## src/rtl/backlight_pkg.sv

```systemverilog
// Shared definitions for the bicolor backlight driver.
// Assumes bit 0 of a drive word sinks the red direction and bit 1 the green.
package backlight_pkg;

    typedef enum logic [1:0] {
        COL_OFF    = 2'b00,
        COL_RED    = 2'b01,
        COL_GREEN  = 2'b10,
        COL_YELLOW = 2'b11
    } color_e;

    localparam logic [1:0] DRV_DARK  = 2'b00;
    localparam logic [1:0] DRV_RED   = 2'b01;
    localparam logic [1:0] DRV_GREEN = 2'b10;

endpackage

```

## src/rtl/bl_phase_gen.sv

```systemverilog
// Yellow phase generator: a modulo-PERIOD counter that runs only while
// yellow is selected and sits at zero otherwise. red_phase is high for the
// first RED_CYC counts of each period.
// Assumes PERIOD >= 2 and 0 < RED_CYC < PERIOD.
module bl_phase_gen #(
    parameter int PERIOD  = 320,
    parameter int RED_CYC = 160
) (
    input  logic clk,
    input  logic rst_n,
    input  logic run,
    output logic red_phase
);
    localparam int CNT_W = (PERIOD > 2) ? $clog2(PERIOD) : 1;
    localparam logic [CNT_W-1:0] LAST  = CNT_W'(PERIOD - 1);
    localparam logic [CNT_W-1:0] SPLIT = CNT_W'(RED_CYC);

    logic [CNT_W-1:0] cnt_q;

    // Advance the phase while running, hold it at zero otherwise.
    always_ff @(posedge clk) begin
        if (!rst_n || !run) begin
            cnt_q <= '0;
        end else if (cnt_q == LAST) begin
            cnt_q <= '0;
        end else begin
            cnt_q <= cnt_q + 1'b1;
        end
    end

    // Red part of the period comes first.
    always_comb begin
        red_phase = (cnt_q < SPLIT);
    end

    assert_phase_in_range_R7: assert property (@(posedge clk) disable iff (!rst_n)
        cnt_q <= LAST);

    assert_phase_restart_R9: assert property (@(posedge clk) disable iff (!rst_n)
        !run |=> (cnt_q == '0));

endmodule

```

## src/rtl/bl_color_map.sv

```systemverilog
// Color mapper: picks the drive word the lines should head for, from the
// command and the current yellow phase. Purely combinational.
module bl_color_map
    import backlight_pkg::*;
(
    input  color_e     cmd,
    input  logic       red_phase,
    output logic [1:0] target
);
    // Translate the command into a target line pattern.
    always_comb begin
        case (cmd)
            COL_RED:    target = DRV_RED;
            COL_GREEN:  target = DRV_GREEN;
            COL_YELLOW: target = red_phase ? DRV_RED : DRV_GREEN;
            default:    target = DRV_DARK;
        endcase
    end

endmodule

```

## src/rtl/bl_drive_guard.sv

```systemverilog
// Break-before-make output stage: registers the target pattern. When the
// target is the opposite polarity of what is showing, it drives both lines
// low for one clock first.
// Assumes target is never 2'b11.
module bl_drive_guard
    import backlight_pkg::*;
(
    input  logic       clk,
    input  logic       rst_n,
    input  logic [1:0] target,
    output logic [1:0] drive_q
);
    logic reversing;

    // Reversal means both words are lit and they differ.
    always_comb begin
        reversing = (drive_q != DRV_DARK) && (target != DRV_DARK) && (target != drive_q);
    end

    // Register the lines, inserting the dark gap on reversal.
    always_ff @(posedge clk) begin
        if (!rst_n) begin
            drive_q <= DRV_DARK;
        end else if (reversing) begin
            drive_q <= DRV_DARK;
        end else begin
            drive_q <= target;
        end
    end

    assert_reset_dark_R4: assert property (@(posedge clk)
        !rst_n |=> (drive_q == DRV_DARK));

    assert_never_both_R5: assert property (@(posedge clk) disable iff (!rst_n)
        drive_q != 2'b11);

    assert_gap_after_red_R6: assert property (@(posedge clk) disable iff (!rst_n)
        (drive_q == DRV_RED) |=> (drive_q != DRV_GREEN));

    assert_gap_after_green_R6: assert property (@(posedge clk) disable iff (!rst_n)
        (drive_q == DRV_GREEN) |=> (drive_q != DRV_RED));

endmodule

```

## src/rtl/bicolor_backlight_drv.sv

```systemverilog
// Bicolor backlight driver top. It turns a 2-bit color command into the two
// sink line levels, and it generates yellow as a timed red/green alternation.
// Assumes CLK_HZ/TOGGLE_HZ >= 2 and 1 <= RED_SIXTEENTHS <= 15.
module bicolor_backlight_drv
    import backlight_pkg::*;
#(
    parameter int CLK_HZ         = 250_000_000,
    parameter int TOGGLE_HZ      = 550,
    parameter int RED_SIXTEENTHS = 8
) (
    input  logic       clk,
    input  logic       rst_n,
    input  logic [1:0] color_cmd,
    output logic [1:0] drive_o
);
    localparam int PERIOD  = CLK_HZ / TOGGLE_HZ;
    localparam int RED_CYC = (PERIOD * RED_SIXTEENTHS) / 16;

    color_e     cmd;
    logic       red_phase;
    logic [1:0] target;

    // Interpret the raw command as a color.
    always_comb begin
        cmd = color_e'(color_cmd);
    end

    bl_phase_gen #(
        .PERIOD  (PERIOD),
        .RED_CYC (RED_CYC)
    ) u_phase (
        .clk       (clk),
        .rst_n     (rst_n),
        .run       (cmd == COL_YELLOW),
        .red_phase (red_phase)
    );

    bl_color_map u_map (
        .cmd       (cmd),
        .red_phase (red_phase),
        .target    (target)
    );

    bl_drive_guard u_guard (
        .clk     (clk),
        .rst_n   (rst_n),
        .target  (target),
        .drive_q (drive_o)
    );

    assert_off_prompt_R3: assert property (@(posedge clk) disable iff (!rst_n)
        (color_cmd == 2'b00) |=> (drive_o == 2'b00));

    assert_red_prompt_R1: assert property (@(posedge clk) disable iff (!rst_n)
        (color_cmd == 2'b01 && drive_o != 2'b10) |=> (drive_o == 2'b01));

    assert_green_prompt_R2: assert property (@(posedge clk) disable iff (!rst_n)
        (color_cmd == 2'b10 && drive_o != 2'b01) |=> (drive_o == 2'b10));

endmodule

```

## config.mk

```make
export PLATFORM = sky130hd
export DESIGN_NAME = bicolor_backlight_drv
export DESIGN_NICKNAME = d
export VERILOG_FILES = /design/src/rtl/backlight_pkg.sv /design/src/rtl/bl_phase_gen.sv /design/src/rtl/bl_color_map.sv /design/src/rtl/bl_drive_guard.sv /design/src/rtl/bicolor_backlight_drv.sv
export SDC_FILE = /design/constraint.sdc
export NUM_CORES = 1
export LEC_CHECK = 0
export BUFFER_PORTS_ARGS = -buffer_cell sky130_fd_sc_hd__buf_2
export CAP_MARGIN = 0
export CORE_UTILIZATION = 50
export DETAILED_ROUTE_END_ITERATION = 8
export PLACE_DENSITY = 0.74
export SLEW_MARGIN = 20
export SYNTH_ARGS = -nofsm -noshare
export SYNTH_HDL_FRONTEND = slang
export SYNTH_SLANG_ARGS = --single-unit
```

## constraint.sdc

```tcl
create_clock -name clk -period 2 [get_ports clk]
set_input_delay 0.2 -clock clk [delete_from_list [all_inputs] [get_ports clk]]
set_output_delay 0.2 -clock clk [all_outputs]
set_load 0.02 [all_outputs]
```

; ---- After elaboration in Yosys (flattened, before gate mapping)
; Cells that the tools add are included.
; W data, S select, Z words.
[totals]
ramBits = 0
input_bits = 4
n_memories = 0
word_cells = 21
latch_bits = 0
regBits = 21
out_inout_bits = 2
romBits = 0
[classes]
eq_ne = 5
n_bitwise = 1
magnitude_cmp = 1
add_sub_neg = 1
mux = 2
reduce_logical = 9
n_shift = 0
n_mul = 0
div = 0
[op_table]
columns = cell, count
row1 = $add A19 B1 Y19 const B, 1
row2 = $eq A19 B19 Y1 const B, 1
row3 = $lt A19 B18 Y1 const B, 1
row4 = $pmux W2 S3, 1
row5 = $eq A2 B2 Y1 const B, 2
row6 = $reduce_bool A2 Y1, 2
row7 = $reduce_or A2 Y1, 2
row8 = $eq A2 B1 Y1 const B, 1
row9 = $logic_and A1 B1 Y1, 2
row10 = $logic_not A1 Y1, 2
row11 = $mux W2, 1
row12 = $ne A2 B2 Y1, 1
row13 = $logic_or A1 B1 Y1, 1
row14 = $not A1 Y1, 1

; ---- Logic depth before layout (Yosys ltp)
[depth]
depth_word = 7
depth_mapped = 7
depth_no_buf = 6

; ---- Cells and area by module
; A second synthesis with hierarchy kept.
[unflattened]
hier_cells = 120
hier_area_um2 = 1052.3
[modules_own_cells]
columns = mod, instances, area_each_um2, seq_area_each_um2, cells_each
row1 = bl_phase_gen, 1, 937.1, 380.4, 106
row2 = bl_drive_guard, 1, 90.1, 40.0, 10
row3 = bl_color_map, 1, 18.8, 0.0, 3
row4 = bicolor_backlight_drv, 1, 6.3, 0.0, 1

; ---- Worst setup path before layout
; OpenSTA, ideal clock, no wires.
[synth_path]
path_kind = reg-to-reg
from = reg u_phase.cnt_q[0]
to = reg u_phase.cnt_q[16]
arrival_ns = 1.536
period_less_slack_ns = 1.602
n_path_buf = 0
setup_time_ns = 0.066
path_stages_with_launch = 6
slack_ns = 0.398
required_ns = 1.934
cell_sequence = dfxtp_1 > ha_1 > nand4_2 > or3_1 > or3_1 > a21oi_2
[synth_via]
elab_chain_cells = 2
word_cells_on_any_way = 3
classes_between = add/sub: 1 / eq/ne: 1 / reduce/logical: 1
[synth_rtl]
columns = element, line
row1 = start: declaration, bl_phase_gen.sv:18  ; logic [CNT_W-1:0] cnt_q;
row2 = start signal: assignment, bl_phase_gen.sv:27  ; cnt_q <= cnt_q + 1'b1;
row3 = branches (longest 2 deep; another with $add A19 B1 Y19), --
; Parallel ways; which one is timed is not known.
; A chain may end at the register's enable or synchronous reset.

; ---- Final worst setup path
; Ends and elaborated chain as after synthesis.

==> flow_summary.ini <==
[status]
status = completed

[yosys]
synth_edf_count = 0
synth_nets = 125
ys_warn_count = 0
synth_cell_type_count = 37
ys_seq_area_frac = 0.381
synthFlopType = dfxtp_1
ys_ff_latch = 21
postSynthAreaPerCell_um2 = 9.27
synth_top_area_share = 0.381
yosysTopAreaCell = dfxtp_1
ys_async_sr_fraction = 0
postSynthCellCount = 119
syn-cell-area_mm2 = 0.00110
ys_top_cells_by_area = dfxtp_1, xnor2_1, nor2_1, xor2_1, nand4_4

[clocking]
clockRootBuffer = clkbuf_4
post_cts_buffers = 0
cts_buffers = 3
clkLatencyLatePin_ns = 0.30
ctsResizeCount = 0
cts_tree = done
hold_buffers = 0
clock_sinks = 21
clock_path_buffers = 2
htreeDepth = 1
clkTransAtPathRegs_ns = 0.12

[timing]
fmax_mhz = 583
slew_violations = 0
setup_viol = 0
rsz0062_at_grt = no
final.setup.tns_ns = 0
finalCriticalPeriod_ns = 1.71
hold_viol_final = 0
fin_skew_ns = 0.00639
period_share = 0.857
worst-slew-pin-transition_ns = 0.501
slew-limit-headroom = 0.665

[worst_setup_path]
cp_max_fo = 5
crit_type = register to register
cp_data_required_time_ns = 2.25
arrival_ns = 1.96
cp-end-kind = register
critPathLaunchType = register

[route]
antenna_left = 0
viasPerCell = 5.64
drt-wirelength-per-cell_um = 13.8
wirelength_um = 2100
dr.pass1.iters = 4
drt-initial-drc-count = 14
drcViolationCount = 0
vias = 858

[power]
p_per_area_mw_per_mm2 = 562
leakagePower_nw = 0.398
max-vdd-ir-drop_uv = 366

[floorplanning]
die_w_um = 49.0
num_rows = 16
ios = 6
start_util = 0.546
core_area_mm2 = 0.00202
die_h_um = 49.0
die_area_mm2 = 0.00240

[global_route]
antenna_found_initial = 0
globalRouteOverflowTotal = 0
grt_max_degree = 19
grtUsageTotal = 0.199
grt_pass1_wl_um = 3650
grt_pass1_vias = 830

[final_layout]
final_nets = 132
post_route_cells_drive_above_1_share = 0.160
post-route-util = 0.574
fillers = 198
n_antenna_cell = 0
syn2layout_area_growth_pct = 5.10

[placed_design]
dp_hpwl_um = 1530
portBuffers = 5
place.gp.congestion = 0.825

[job]
maxCapViolations = 0

[min_path]
hold_path_class = input pin to register
-- power breakdown --
group	switching, W	internal (W)	total, W
Clock	0.000131	0.0000746	0.000205
Combinational	0.0000141	0.00000893	0.0000230
Sequential	0.00000202	0.000421	0.000423
Total	0.000147	0.000505	0.000651
-- logic make-up after synthesis --
group,after synthesis,synth area share
AOI/OAI and AO/OA,10,0.0714
xor gates and xnor gates,14,0.111
adders and majority gates,2,0.0227
buffers and inverters,7,0.0408
DFF,21,0.381
muxes,1,0.00907
and+or+nand+nor,64,0.364
-- through the flow --
step	total power (W)	cell area [um^2]	setup slack [ns]	instances	hold slack, ns
after global routing	0.000677	1160	0.166	152	0.163
final	0.000651	1160	0.286	152	0.146
after global placement	0.000455	1130	0.354	148	0.414
after floorplan	0.000447	1100	0.398	119	0.325
after CTS	0.000659	1160	0.282	152	0.135
after detailed placement	0.000456	1130	0.307	148	0.432
-- worst paths after layout --
path,to,start,cells past startpoint,slack (ns)
setup / recovery,u_phase.cnt_q[16],u_phase.cnt_q[0],5,0.29
hold / removal,u_guard.drive_q[1],color_cmd[1],3,0.15
setup reg to reg,u_phase.cnt_q[16],u_phase.cnt_q[0],5,0.29
hold reg to reg,u_guard.drive_q[1],u_guard.drive_q[0],1,0.44
-- worst max-delay path, stage by stage, from the launching register on --
cell and delay, ns:
dfxtp_1 0.40, ha_1 0.26, nand4_2 0.14, or3_1 0.40
or3_1 0.33, a21oi_2 0.14
-- area by class of cell --
type	count	area [um^2]	area share
tap	27	33.8	0.0291
clock buffer	3	22.5	0.0194
timing repair buffer	5	25.0	0.0216
sequential	21	420	0.362
multi-input combinational	91	638	0.550
inverter	4	15.0	0.0129
clock inverter	1	5.00	0.00432
-- metal layers --
metal  up-vias  wire length [um]  global-route usage
met5         -                 0                   0
met3         2                78              0.0374
li1        435                 -                   -
met4         0                 8              0.0588
met2        18              1040               0.338
met1       403               968               0.254
-- cells in the mapped netlist, types with 2 or more instances --
cell and instances:
nor4_1 3, xor2_1 5, dfxtp_1 21, a21oi_1 2
inv_1 4, nor2_1 19, nand4_4 2, nand4_1 4
nor2b_1 2, xnor2_1 9, o21ai_0 2, buf_6 2
ha_1 2, or3_1 3, nand2_1 6, nand3_1 8
nor3_1 5
-- layout by cell type, fill, tap and decap left out, types with 2 or more instances in the layout --
cell type,netlist,final
or3_1,3,3
ha_1,2,2
a21oi_1,2,2
clkbuf_4,0,3
dfxtp_1,21,21
nor3_1,5,5
o21ai_0,2,2
inv_1,4,4
nor2b_1,2,2
buf_2,0,5
xor2_1,5,5
nor2_1,19,19
nor4_1,3,3
nand3_1,8,8
nand4_1,4,4
xnor2_1,9,9
nand2_1,6,6
nand4_4,2,2
-- state kept, by name (all words and copies together), names as in the netlist --
register,cells
u_phase.cnt_q,19
u_guard.drive_q,2
Power figures use the tool's default switching activity.
